[src/rtl/mac_pkg.sv]
package mac_pkg;

    // Operation kind, decoded from the two mode inputs
    typedef enum logic [1:0] {
        MAC_U_ADD = 2'b00,
        MAC_U_SUB = 2'b01,
        MAC_S_ADD = 2'b10,
        MAC_S_SUB = 2'b11
    } mac_kind_e;

    // Flags produced by one operation
    typedef struct packed {
        logic sat;
        logic adv;
    } mac_flags_t;

    function automatic mac_kind_e mac_kind_f(input logic is_signed, input logic is_sub);
        return mac_kind_e'({is_signed, is_sub});
    endfunction

    function automatic logic kind_signed_f(input mac_kind_e k);
        return (k == MAC_S_ADD) || (k == MAC_S_SUB);
    endfunction

endpackage

[src/rtl/mac_mult.sv]
module mac_mult
    import mac_pkg::*;
#(
    parameter int OPW = 32
) (
    input  mac_kind_e        kind,
    input  logic [OPW-1:0]   a,
    input  logic [OPW-1:0]   b,
    output logic [2*OPW-1:0] prod
);
    localparam int ACW = 2 * OPW;

    logic            ext_sign;
    logic [ACW-1:0]  a_ext;
    logic [ACW-1:0]  b_ext;

    assign ext_sign = kind_signed_f(kind);

    // Extend each operand to the full width; the low ACW bits of the
    // product are then correct for both interpretations.
    assign a_ext = {{OPW{ext_sign & a[OPW-1]}}, a};
    assign b_ext = {{OPW{ext_sign & b[OPW-1]}}, b};
    assign prod  = a_ext * b_ext;

endmodule

[src/rtl/mac_accum.sv]
module mac_accum
    import mac_pkg::*;
#(
    parameter int ACW = 64
) (
    input  mac_kind_e      kind,
    input  logic [ACW-1:0] acc,
    input  logic [ACW-1:0] prod,
    output logic [ACW-1:0] res,
    output mac_flags_t     flags
);
    localparam int MSB = ACW - 1;
    localparam logic [ACW-1:0] S_MAX = {1'b0, {(ACW-1){1'b1}}};
    localparam logic [ACW-1:0] S_MIN = {1'b1, {(ACW-1){1'b0}}};
    localparam logic [ACW-1:0] U_MAX = {ACW{1'b1}};
    localparam logic [ACW-1:0] U_MIN = '0;

    logic [ACW-1:0] sum_w;
    logic [ACW-1:0] dif_w;
    logic           p_neg;
    logic           c_neg;
    logic           sat;

    assign sum_w = acc + prod;
    assign dif_w = acc - prod;
    assign p_neg = prod[MSB];
    assign c_neg = acc[MSB];

    always_comb begin
        sat = 1'b0;
        res = sum_w;
        unique case (kind)
            MAC_S_ADD: begin
                sat = (p_neg == c_neg) && (sum_w[MSB] != p_neg);
                res = sat ? (p_neg ? S_MIN : S_MAX) : sum_w;
            end
            MAC_S_SUB: begin
                sat = (p_neg != c_neg) && (dif_w[MSB] != c_neg);
                res = sat ? (p_neg ? S_MAX : S_MIN) : dif_w;
            end
            MAC_U_ADD: begin
                sat = (sum_w < acc);
                res = sat ? U_MAX : sum_w;
            end
            MAC_U_SUB: begin
                sat = (dif_w > acc);
                res = sat ? U_MIN : dif_w;
            end
            default: begin
                sat = 1'b0;
                res = sum_w;
            end
        endcase
    end

    assign flags.sat = sat;
    assign flags.adv = res[MSB] ^ res[MSB-1];

endmodule

[src/rtl/mac_state.sv]
module mac_state
    import mac_pkg::*;
#(
    parameter int ACW = 64
) (
    input  logic           clk,
    input  logic           rst,
    input  logic           clr_sticky,
    input  logic           valid_in,
    input  logic [ACW-1:0] res_next,
    input  mac_flags_t     flags_next,
    output logic [ACW-1:0] result,
    output mac_flags_t     flags_q,
    output mac_flags_t     sticky_q
);
    mac_flags_t sticky_base;

    // A clear drops the old record; the current operation still lands.
    assign sticky_base = clr_sticky ? '0 : sticky_q;

    always_ff @(posedge clk) begin
        if (rst) begin
            result   <= '0;
            flags_q  <= '0;
            sticky_q <= '0;
        end else begin
            if (valid_in) begin
                result  <= res_next;
                flags_q <= flags_next;
            end
            sticky_q <= sticky_base | (valid_in ? flags_next : mac_flags_t'('0));
        end
    end

endmodule

[src/rtl/sat_mac64.sv]
module sat_mac64
    import mac_pkg::*;
#(
    parameter int OPW = 32
) (
    input  logic             clk,
    input  logic             rst,
    input  logic             clr_sticky,
    input  logic             valid_in,
    input  logic             signed_sel,
    input  logic             sub_sel,
    input  logic [OPW-1:0]   op_a,
    input  logic [OPW-1:0]   op_b,
    input  logic [2*OPW-1:0] acc_in,
    output logic [2*OPW-1:0] result,
    output logic             ovf,
    output logic             ovf_sticky,
    output logic             aov,
    output logic             aov_sticky
);
    localparam int ACW = 2 * OPW;
    localparam int MSB = ACW - 1;

    mac_kind_e      kind;
    logic [ACW-1:0] prod;
    logic [ACW-1:0] res_next;
    mac_flags_t     flags_next;
    mac_flags_t     flags_q;
    mac_flags_t     sticky_q;

    assign kind = mac_kind_f(signed_sel, sub_sel);

    mac_mult #(.OPW(OPW)) u_mult (
        .kind (kind),
        .a    (op_a),
        .b    (op_b),
        .prod (prod)
    );

    mac_accum #(.ACW(ACW)) u_accum (
        .kind  (kind),
        .acc   (acc_in),
        .prod  (prod),
        .res   (res_next),
        .flags (flags_next)
    );

    mac_state #(.ACW(ACW)) u_state (
        .clk        (clk),
        .rst        (rst),
        .clr_sticky (clr_sticky),
        .valid_in   (valid_in),
        .res_next   (res_next),
        .flags_next (flags_next),
        .result     (result),
        .flags_q    (flags_q),
        .sticky_q   (sticky_q)
    );

    assign ovf        = flags_q.sat;
    assign aov        = flags_q.adv;
    assign ovf_sticky = sticky_q.sat;
    assign aov_sticky = sticky_q.adv;

    assert_reset_R1: assert property (@(posedge clk)
        rst |=> (result == '0) && !ovf && !ovf_sticky && !aov && !aov_sticky);

    assert_uns_add_sat_R5: assert property (@(posedge clk) disable iff (rst)
        (valid_in && !signed_sel && !sub_sel) |=> (!ovf || (result == {ACW{1'b1}})));

    assert_uns_sub_sat_R6: assert property (@(posedge clk) disable iff (rst)
        (valid_in && !signed_sel && sub_sel) |=> (!ovf || (result == '0)));

    assert_sticky_follows_R7: assert property (@(posedge clk) disable iff (rst)
        valid_in |=> (!ovf || ovf_sticky));

    assert_sticky_keeps_R7: assert property (@(posedge clk) disable iff (rst)
        (ovf_sticky && !clr_sticky) |=> ovf_sticky);

    assert_adv_bits_R8: assert property (@(posedge clk) disable iff (rst)
        valid_in |=> (aov == (result[MSB] ^ result[MSB-1])));

    assert_hold_R9: assert property (@(posedge clk) disable iff (rst)
        !valid_in |=> ($stable(result) && $stable(ovf) && $stable(aov)));

    assert_clear_R10: assert property (@(posedge clk) disable iff (rst)
        (clr_sticky && !valid_in) |=> (!ovf_sticky && !aov_sticky));

endmodule

[config.mk]
export PLATFORM = sky130hd
export DESIGN_NAME = sat_mac64
export DESIGN_NICKNAME = d
export VERILOG_FILES = /design/src/rtl/mac_pkg.sv /design/src/rtl/mac_mult.sv /design/src/rtl/mac_accum.sv /design/src/rtl/mac_state.sv /design/src/rtl/sat_mac64.sv
export SDC_FILE = /design/constraint.sdc
export NUM_CORES = 2
export LEC_CHECK = 0
export BUFFER_PORTS_ARGS = -buffer_cell sky130_fd_sc_hd__buf_4
export CAP_MARGIN = 40
export CORE_UTILIZATION = 54
export DETAILED_ROUTE_END_ITERATION = 16
export GPL_TIMING_DRIVEN = 0
export PLACE_DENSITY = 0.71
export SETUP_SLACK_MARGIN = 0.2
export SLEW_MARGIN = 40
export SYNTH_ARGS = -nofsm -noshare
export SYNTH_HDL_FRONTEND = slang
export SYNTH_SLANG_ARGS = --single-unit
[constraint.sdc]
create_clock -name clk -period 17.2 [get_ports clk]
set_input_delay 0 -clock clk [delete_from_list [all_inputs] [get_ports clk]]
set_output_delay 0 -clock clk [all_outputs]
set_load 0.02 [all_outputs]
==> results.sh <==
export IMPL_status="complete, no violations"
export IMPL_worstSkewPairLatency_ps=340
export IMPL_clk_path_buf_depth=2
export IMPL_dp_hpwl_um=168000
export IMPL_ys_types=91
export IMPL_coreArea_um2=93900
export IMPL_r2r_start="u_state.result[58]"
export IMPL_ant_nets=0
export IMPL_grt_antenna_before_repair=8
export IMPL_crit_required_ps=17410
export IMPL_drive_above_1_share_pct=5.44
export IMPL_grt_overflow=0
export IMPL_grt_start_max_net_pins=25
export IMPL_ys_ff_latch=68
export IMPL_hold_class="input pin to register"
export IMPL_relSlewSlack_pct=34.2
export IMPL_period_minus_slack_ps=16320
export IMPL_grt_total_usage_pct=40.7
export IMPL_fp_dieH_um=311
export IMPL_mappedNetlistArea_um2=51600
export IMPL_numCtsBuffers=9
export IMPL_cp_slowest_cell="fa_1"
export IMPL_cpMostUsedCell="fa_1"
export IMPL_yosysWarnings=0
export IMPL_cts_sinks=68
export IMPL_synth_avg_cell_area_um2=8.52
export IMPL_cp_arrival_ps=16530
export IMPL_drt_initial_drc_count=4911
export IMPL_fin_skew_ps=0
export IMPL_fp_row_count=112
export IMPL_cts_tree="yes"
export IMPL_critPathKind="input pin to register"
export IMPL_postCtsSetupBuffers=0
export IMPL_hold_depth=3
export IMPL_clock_fmax_ghz=0.0613
export IMPL_slew_viol_final=0
export IMPL_ctsHtreeMaxLevel=3
export IMPL_hold_worst_slack_ps=79.0
export IMPL_drc=0
export IMPL_vias_per_cell=5.95
export IMPL_routedWlPerCell_um=26.2
export IMPL_cp_start_kind="input pin"
export IMPL_cts_root_buf="clkbuf_16"
export IMPL_slowest_delay_ps=640
export IMPL_hold_viol_final=0
export IMPL_synth_nets=7782
export IMPL_reg2reg_depth=2
export IMPL_dr_pass1_iters=7
export IMPL_die_w_um=311
export IMPL_rsz0062_at_grt="no"
export IMPL_synth_top_area_share_pct=43.8
export IMPL_min_to="u_state.sticky_q[0]"
export IMPL_synthArstFlopShare_pct=0
export IMPL_setup_tns_ps=0
export IMPL_synth_main_ff_cell="dfxtp_1"
export IMPL_setup_violations=0
export IMPL_fin_crit_sh_pct=94.9
export IMPL_layout_common_cells="inv_1 (1235), fa_1 (1128), nand2_1 (787)"
export IMPL_vias=44840
export IMPL_tightest_slew_ps=987
export IMPL_syn_instance_count=6053
export IMPL_clkTransAtPathRegs_ps=60
export IMPL_ys_seq_area_share_pct=2.64
export IMPL_start_util_pct=54.9
export IMPL_wl_um=197000
export IMPL_endpoint_kind="register"
export IMPL_die_area_um2=96700
export IMPL_place_congestion=1.10
export IMPL_r2r_end="u_state.result[58]"
export IMPL_synthTopCellsByArea="fa_1 (44%), ha_1 (11%), inv_1 (9.0%)"
export IMPL_area_growth_pct=6.78
export IMPL_final_nets=7995
export IMPL_final_common_cell="inv_1"
export IMPL_top_level_ports=202
export IMPL_synth_edf_count=0
export IMPL_yosysTopAreaCell="fa_1"
export IMPL_hp_start="valid_in"
export IMPL_final_fill_count=8755
export IMPL_grt_pass1_wl_um=290000
export IMPL_r2r_slack_ps=16280
export IMPL_portBuffers=199
export IMPL_max_cap_violations=0
export IMPL_critPathMaxFanout=10
export IMPL_grt_pass1_vias=45529
per-layer routing:
metal  global-route usage (%)  wire length, um
met5                        0              104
met4                     25.8            15900
met3                     11.1            22200
met2                     62.6            86200
met1                     50.9            73100
registers in the layout, summed over array words and instances, names as in the netlist:
register	cells
u_state.sticky_q	2
u_state.result	64
u_state.flags_q	2
through the flow:
stage	worst slack, ps	utilization, %	instance area (um2)	instances
after CTS	683	58.6	55000	7525
after detailed placement	390	58.3	54700	7508
after global routing	231	58.6	55000	7528
after floorplan	4590	-	51600	6053
after global placement	193	58.2	54600	7506
final	878	58.6	55000	7536
critical path: cells and delay by family:
kind | cells | cell delay (ps)
XOR/XNOR | 1 | 160
adder cells (fa/ha/maj) | 12 | 5790
AND/OR/NAND/NOR | 14 | 3660
buffers and inverters | 10 | 2650
AO/OA/AOI/OAI | 18 | 4230
logic make-up after synthesis:
group,Yosys count,share of synthesized area [%]
and+or+nand+nor,1707,15.8
adders and majority gates,1595,55.2
buffers and inverters,1546,11.3
AOI/OAI and AO/OA,933,11.6
xor gates and xnor gates,203,3.45
DFF,68,2.64
muxes,1,0.0194
worst max-delay path by stage:
stage / start / to / slack [ps] / depth (start not counted)
2_1_floorplan: signed_sel / u_state.result[35] / 4590 / 57
6_report: signed_sel / u_state.result[26] / 880 / 55
5_1_grt: signed_sel / u_state.result[14] / 230 / 57
4_1_cts: signed_sel / u_state.result[51] / 680 / 55
3_5_place_dp: signed_sel / u_state.result[51] / 390 / 55
3_3_place_gp: signed_sel / u_state.flags_q[0] / 190 / 54
cell usage after synthesis (9+ instances only):
| master | n |
|---|---|
| a21boi_0 | 9 |
| buf_2 | 18 |
| and2_1 | 419 |
| nor4_1 | 13 |
| nor2b_1 | 33 |
| xor2_1 | 53 |
| a22o_1 | 12 |
| nand2_1 | 787 |
| fa_1 | 1129 |
| a211oi_1 | 27 |
| a32o_1 | 16 |
| a21oi_1 | 281 |
| o31ai_1 | 20 |
| ha_1 | 466 |
| nand3_1 | 42 |
| o21a_1 | 27 |
| o211ai_1 | 24 |
| o21ai_0 | 208 |
| a31oi_1 | 16 |
| a211o_1 | 9 |
| or2_2 | 28 |
| xnor2_1 | 150 |
| inv_1 | 1235 |
| nor2_1 | 197 |
| o21ai_1 | 18 |
| a21o_1 | 106 |
| or3_1 | 13 |
| and3_1 | 31 |
| clkbuf_1 | 282 |
| o31a_1 | 9 |
| nand2b_1 | 27 |
| dfxtp_1 | 68 |
| o21bai_1 | 55 |
| nand4_1 | 41 |
| nor3_1 | 48 |
cell type report:
class / count / area [um2] / share of cell area [%]
antenna: 11 / 27.5 / 0.0500
buffer: 308 / 1250 / 2.28
clock buffer: 12 / 246 / 0.448
clock inverter: 4 / 48.8 / 0.0886
inverter: 1238 / 4650 / 8.44
multi-input combinational: 4439 / 44400 / 80.6
sequential: 68 / 1360 / 2.47
tap: 1254 / 1570 / 2.85
timing repair buffer: 202 / 1520 / 2.75
repair_timing:
item,4_1_cts,5_1_grt
setup endpoints to repair,0,47
hold endpoints to repair,2,0
hold buffers,1,0
gates resized for setup,0,5
Power is not shown: default switching activity piles up to over one toggle a cycle in this logic, so the estimate is an artifact.
